**config.mk**
```make
export PLATFORM = sky130hd
export DESIGN_NAME = rate_irq_gen
export DESIGN_NICKNAME = d
export VERILOG_FILES = /design/src/rtl/pirq_pkg.sv /design/src/rtl/pirq_rate_decode.sv /design/src/rtl/pirq_divider.sv /design/src/rtl/pirq_host_regs.sv /design/src/rtl/rate_irq_gen.sv
export SDC_FILE = /design/constraint.sdc
export NUM_CORES = 1
export LEC_CHECK = 0
export BUFFER_PORTS_ARGS = -buffer_cell sky130_fd_sc_hd__buf_2
export CAP_MARGIN = 20
export CORE_MARGIN = 5
export CORE_UTILIZATION = 25
export DETAILED_ROUTE_END_ITERATION = 8
export SLEW_MARGIN = 20
export SYNTH_ARGS = -nofsm -noshare
export SYNTH_HDL_FRONTEND = slang
export SYNTH_SLANG_ARGS = --single-unit
```
**constraint.sdc**
```tcl
create_clock -name clk -period 3.2 [get_ports clk]
set_input_delay 0.32 -clock clk [delete_from_list [all_inputs] [get_ports clk]]
set_output_delay 0.32 -clock clk [all_outputs]
set_load 0.01 [all_outputs]
```
**src/rtl/pirq_pkg.sv**
```systemverilog
package pirq_pkg;

    localparam int DATA_W  = 8;
    localparam int ADDR_W  = 2;
    localparam int RATE_W  = 4;
    localparam int MODE_W  = 3;
    localparam int EXP_W   = 4;
    localparam int CNT_W   = 15;

    localparam logic [ADDR_W-1:0] ADR_CTLA = 2'd0;
    localparam logic [ADDR_W-1:0] ADR_CTLB = 2'd1;
    localparam logic [ADDR_W-1:0] ADR_STAT = 2'd2;

    localparam logic [MODE_W-1:0] MODE_RUN = 3'b010;

    localparam int BIT_IEN  = 6;
    localparam int BIT_SQEN = 3;
    localparam int BIT_FLAG = 6;

    typedef struct packed {
        logic [MODE_W-1:0] mode;
        logic [RATE_W-1:0] rate;
    } ctla_t;

    typedef struct packed {
        logic ien;
        logic sqen;
    } ctlb_t;

endpackage

```
**src/rtl/pirq_rate_decode.sv**
```systemverilog
module pirq_rate_decode
    import pirq_pkg::*;
#(
    parameter int RW = RATE_W,
    parameter int EW = EXP_W
) (
    input  logic [RW-1:0] rate,
    output logic          valid,
    output logic [EW-1:0] exp_log2
);
    // Period in base ticks is 2**exp_log2.
    localparam logic [EW-1:0] EXP_CODE1 = EW'(7);
    localparam logic [EW-1:0] EXP_CODE2 = EW'(8);

    always_comb begin
        valid = (rate != '0);
        if (rate == RW'(1)) begin
            exp_log2 = EXP_CODE1;
        end else if (rate == RW'(2)) begin
            exp_log2 = EXP_CODE2;
        end else if (rate == '0) begin
            exp_log2 = '0;
        end else begin
            exp_log2 = EW'(rate - RW'(1));
        end
    end
endmodule

```
**src/rtl/pirq_divider.sv**
```systemverilog
module pirq_divider
    import pirq_pkg::*;
#(
    parameter int CW = CNT_W,
    parameter int EW = EXP_W
) (
    input  logic          clk,
    input  logic          rst_n,
    input  logic          run,
    input  logic          restart,
    input  logic          tick,
    input  logic [EW-1:0] exp_log2,
    output logic          evt,
    output logic          tap,
    output logic [CW-1:0] cnt
);
    typedef struct packed {
        logic [CW-1:0] cnt;
    } div_state_t;

    div_state_t st_d, st_q;
    logic [CW-1:0] last_mask;
    logic [CW-1:0] tap_sel;

    // last_mask has the low exp_log2 bits set; tap_sel picks bit exp_log2-1.
    for (genvar g = 0; g < CW; g++) begin : g_mask
        assign last_mask[g] = (32'(g) < 32'(exp_log2));
        assign tap_sel[g]   = (32'(g) + 32'd1 == 32'(exp_log2));
    end

    always_comb begin
        evt  = run && tick && !restart && (st_q.cnt == last_mask);
        st_d = st_q;
        if (restart || !run) begin
            st_d.cnt = '0;
        end else if (tick) begin
            st_d.cnt = evt ? '0 : st_q.cnt + CW'(1);
        end
    end

    always_ff @(posedge clk or negedge rst_n) begin
        if (!rst_n) begin
            st_q <= '0;
        end else begin
            st_q <= st_d;
        end
    end

    assign tap = |(st_q.cnt & tap_sel);
    assign cnt = st_q.cnt;
endmodule

```
**src/rtl/pirq_host_regs.sv**
```systemverilog
module pirq_host_regs
    import pirq_pkg::*;
#(
    parameter int AW = ADDR_W,
    parameter int DW = DATA_W
) (
    input  logic          clk,
    input  logic          rst_n,
    input  logic          wr_en,
    input  logic          rd_en,
    input  logic [AW-1:0] addr,
    input  logic [DW-1:0] wdata,
    input  logic          evt,
    output ctla_t         ctla,
    output ctlb_t         ctlb,
    output logic          flag,
    output logic          restart,
    output logic [DW-1:0] rdata
);
    typedef struct packed {
        ctla_t         ctla;
        ctlb_t         ctlb;
        logic          flag;
        logic [DW-1:0] rdata;
    } reg_state_t;

    reg_state_t st_d, st_q;
    logic [DW-1:0] rd_mux;
    logic stat_rd;
    logic unused_wbits;

    assign unused_wbits = ^{wdata[DW-1], wdata[5:4], wdata[2:0]};
    assign stat_rd = rd_en && (addr == ADR_STAT);
    assign restart = wr_en && (addr == ADR_CTLA);

    always_comb begin
        rd_mux = '0;
        case (addr)
            ADR_CTLA: rd_mux[MODE_W+RATE_W-1:0] = st_q.ctla;
            ADR_CTLB: begin
                rd_mux[BIT_IEN]  = st_q.ctlb.ien;
                rd_mux[BIT_SQEN] = st_q.ctlb.sqen;
            end
            ADR_STAT: rd_mux[BIT_FLAG] = st_q.flag;
            default:  rd_mux = '0;
        endcase
    end

    always_comb begin
        st_d = st_q;
        if (restart) begin
            st_d.ctla = ctla_t'(wdata[MODE_W+RATE_W-1:0]);
        end
        if (wr_en && (addr == ADR_CTLB)) begin
            st_d.ctlb.ien  = wdata[BIT_IEN];
            st_d.ctlb.sqen = wdata[BIT_SQEN];
        end
        if (rd_en) begin
            st_d.rdata = rd_mux;
        end
        if (evt) begin
            st_d.flag = 1'b1;
        end else if (stat_rd) begin
            st_d.flag = 1'b0;
        end
    end

    always_ff @(posedge clk or negedge rst_n) begin
        if (!rst_n) begin
            st_q <= '0;
        end else begin
            st_q <= st_d;
        end
    end

    assign ctla  = st_q.ctla;
    assign ctlb  = st_q.ctlb;
    assign flag  = st_q.flag;
    assign rdata = st_q.rdata;
endmodule

```
**src/rtl/rate_irq_gen.sv**
```systemverilog
module rate_irq_gen
    import pirq_pkg::*;
(
    input  logic              clk,
    input  logic              rst_n,
    input  logic              base_tick,
    input  logic              host_wr,
    input  logic              host_rd,
    input  logic [ADDR_W-1:0] host_addr,
    input  logic [DATA_W-1:0] host_wdata,
    output logic [DATA_W-1:0] host_rdata,
    output logic              evt_flag,
    output logic              irq,
    output logic              sqw
);
    ctla_t            ctla;
    ctlb_t            ctlb;
    logic             restart;
    logic             rate_ok;
    logic [EXP_W-1:0] exp_log2;
    logic             run;
    logic             evt_pulse;
    logic             tap;
    logic [CNT_W-1:0] cnt;
    logic             ien;
    logic             sqen;

    pirq_host_regs #(.AW(ADDR_W), .DW(DATA_W)) u_regs (
        .clk     (clk),
        .rst_n   (rst_n),
        .wr_en   (host_wr),
        .rd_en   (host_rd),
        .addr    (host_addr),
        .wdata   (host_wdata),
        .evt     (evt_pulse),
        .ctla    (ctla),
        .ctlb    (ctlb),
        .flag    (evt_flag),
        .restart (restart),
        .rdata   (host_rdata)
    );

    pirq_rate_decode #(.RW(RATE_W), .EW(EXP_W)) u_dec (
        .rate     (ctla.rate),
        .valid    (rate_ok),
        .exp_log2 (exp_log2)
    );

    assign run  = rate_ok && (ctla.mode == MODE_RUN);
    assign ien  = ctlb.ien;
    assign sqen = ctlb.sqen;

    pirq_divider #(.CW(CNT_W), .EW(EXP_W)) u_div (
        .clk      (clk),
        .rst_n    (rst_n),
        .run      (run),
        .restart  (restart),
        .tick     (base_tick),
        .exp_log2 (exp_log2),
        .evt      (evt_pulse),
        .tap      (tap),
        .cnt      (cnt)
    );

    assign irq = evt_flag && ien;
    assign sqw = sqen && run && tap;
endmodule


```
==> flow_summary.toml <==
[global_routing]
grt_pass1_wl_um = 9025
grt_overflow = 0
grt_antenna_before_repair = 0
grt_max_degree = 33
grt_pass1_vias = 1815
grt.total_usage_pct = 10.78

[placed_design]
place_hpwl_um = 3477
portBuffers = 23
place.gp.congestion = 0.8521
place_ws_ns = 0.5636
place_area_sq_um = 2280

[clock_tree]
cts_resized = 0
clock_sinks = 32
postCtsSetupRepairBufs = 0
clockBufferDepth = 2
cts_tree = "done"
path_clk_slew_ns = 0.07
clk_latency_ns = 0.28
cts_buffers = 5
cts-root-buf = "clkbuf_8"
htreeDepth = 2
cts_hold_buffers = 0

[layout]
fillers = 858
drive_gt1_share_pct = 21.07
design_area_sq_um = 2387
register_area_sq_um = 800.8
area_growth_pct = 13.23
multiInputGateArea_sq_um = 1176
final_core_util_pct = 29.05
diodes = 0
final_net_count = 257

[critical_path]
rrSetupSlack_ns = 0.50
crit_buf_inv = 0
critPathMaxStageDelay_ns = 0.64
worstPathArrival_ns = 2.83
cp_cell_sequence = "or2_2, a311o_1, o21ai_0, o2111ai_1, nor2_8, a211oi_1"
timing.critical_path.from_type = "flop"
crit_family = "compound AO/OA/AOI/OAI gates"
worst-path-max-fanout = 21
crit_path_end_kind = "flop"
slowest_stage = "dfrtp_1"
worstSetupPathType = "flop to flop"
required_ns = 3.33

[floorplan]
pin_count = 26
core_area_sq_um = 8217
start_util_pct = 25.66
die_h_um = 101.8
die_w_um = 101.8
num_rows = 33
die_area_sq_um = 10370

[route]
vias = 1761
via_per_inst = 5.075
wl_per_cell_um = 14.51
ant_nets = 0
dr.pass1.iters = 4
drt_iter0_markers = 124
wl_um = 5034
route.detailed.drc = 0

[sta]
setup_slack_ns = 0.4974
finalCritPeriodShare_pct = 84.45
period_minus_slack_ns = 2.703
rsz0062_at_grt = "no"
finClkSkew_ns = 0.004632
fmax_ghz = 0.3700
final-setup-viol-count = 0
timing.hold.ws_ns = 0.09712
final-hold-violation-count = 0
max_slew_margin_pct = 33.12
fin_setup_tns_ns = 0
maxSlewViolCount = 0
tightest_slew_ns = 1.002

[outcome]
outcome = "complete, no violations"

[synthesis]
ys_seq_area_share_pct = 37.98
yosysWarnings = 0
synth_area_leader_cell = "dfrtp_1"
synth_edf_count = 0
synth.top_cell.area_share_pct = 37.98
yosys_register_bits = 32
synthTopCellsByArea = "dfrtp_1 38%, mux2_2 5.9%, a211oi_1 3.9%"
syn_area_per_cell_sq_um = 9.166
syn_inst = 230
synthDistinctLibCells = 52
syn-cell-area_sq_um = 2108
async_flop_share_pct = 100.0
synth-main-ff-cell = "dfrtp_1"
syn-num-nets = 246
synth_commonest_cells = "32 x dfrtp_1, 16 x o21ai_0, 15 x clkbuf_1"
yosysMostFrequentCell = "dfrtp_1"

[hold_path]
hp-class = "input port to asynchronous set/reset pin"

[run]
drv_cap = 0

[pwr]
power.leakage_uw = 0.0009704
powerDensity_nw_per_um2 = 466.5
vdd.ir_drop.worst_v = 0.0001406
## metal layers
metal | share of wire, % | GRT usage (%)
met3 | 2.9 | 2.662
met5 | 0 | 0
met1 | 48 | 14.48
met2 | 47 | 17.20
met4 | 1.4 | 3.330
## placed cells by master (no fill, tap or decap), types with 2 or more instances in the layout
cell       count
a211oi_1      11
a21oi_1       12
and2_1         4
and3_1         4
buf_2         23
buf_4          3
clkbuf_8       5
dfrtp_1       32
inv_1          9
mux2_2        11
mux2i_1        5
mux4_2         2
nand2_1       13
nand2b_1       7
nand3_1       10
nand4_1        7
nor2_1        12
nor2b_1        3
nor3b_1        4
nor4b_1        2
o2111ai_1      2
o21ai_0       16
o22ai_1        2
or2_2          2
xnor2_1        6
xor2_1         8
## stage by stage
step           power [uW]  std cells
3_3_place_gp        728.6        339
2_1_floorplan       665.0        230
3_5_place_dp        736.1        339
4_1_cts              1122        347
6_report             1114        347
5_1_grt              1178        347
## registers in the layout, summed over array words and instances, names as in the netlist
register and count:
u_div.cnt 15, u_regs.ctla 7, u_regs.rdata 7, u_regs.ctlb 2, u_regs.flag 1
## worst reg2reg max path, cell delays in order (launching register included)
cell	delay, ns
dfrtp_1	0.64
or2_2	0.45
a311o_1	0.36
o21ai_0	0.10
o2111ai_1	0.51
nor2_8	0.38
a211oi_1	0.12
## final cells by class
type	instances	area share (%)
inverters	9	1.415
flip-flops and latches	32	33.54
multi-input cells	167	49.27
well taps	105	5.503
repair buffers	26	5.765
clock inverters	2	1.468
clock buffers	6	3.040
## final timing paths
kind,to,from,cells past startpoint
max in group asynchronous,u_div.cnt[5],rst_n,1
min,u_regs.rdata[6],rst_n,1
min in group clk,u_regs.ctla[2],host_wdata[2],3
min reg2reg,u_regs.rdata[2],u_regs.rdata[2],2
max reg2reg,u_div.cnt[7],u_regs.ctla[0],6
max,u_div.cnt[7],u_regs.ctla[0],6
## power by group
part | leakage, uW | internal, uW | switching (uW)
Sequential | 0.000423 | 435 | 59.1
Clock | 0.0000552 | 231 | 153
Combinational | 0.000492 | 111 | 125
Total | 0.000970 | 777 | 337
## cells by family (layout without fill, tap and decap cells)
logic type / count (synthesis) / count (layout) / synth area share [%]
other: 1 / 1 / 0.1779
buffers and inverters: 31 / 43 / 6.231
XOR/XNOR: 14 / 14 / 5.816
AND/OR/NAND/NOR: 76 / 76 / 20.83
adder cells (fa/ha/maj): 1 / 1 / 0.5934
flip-flops: 32 / 32 / 37.98
AO/OA/AOI/OAI: 57 / 57 / 17.98
multiplexers: 18 / 18 / 10.39
Note: power is estimated with default switching activity, not from simulation.
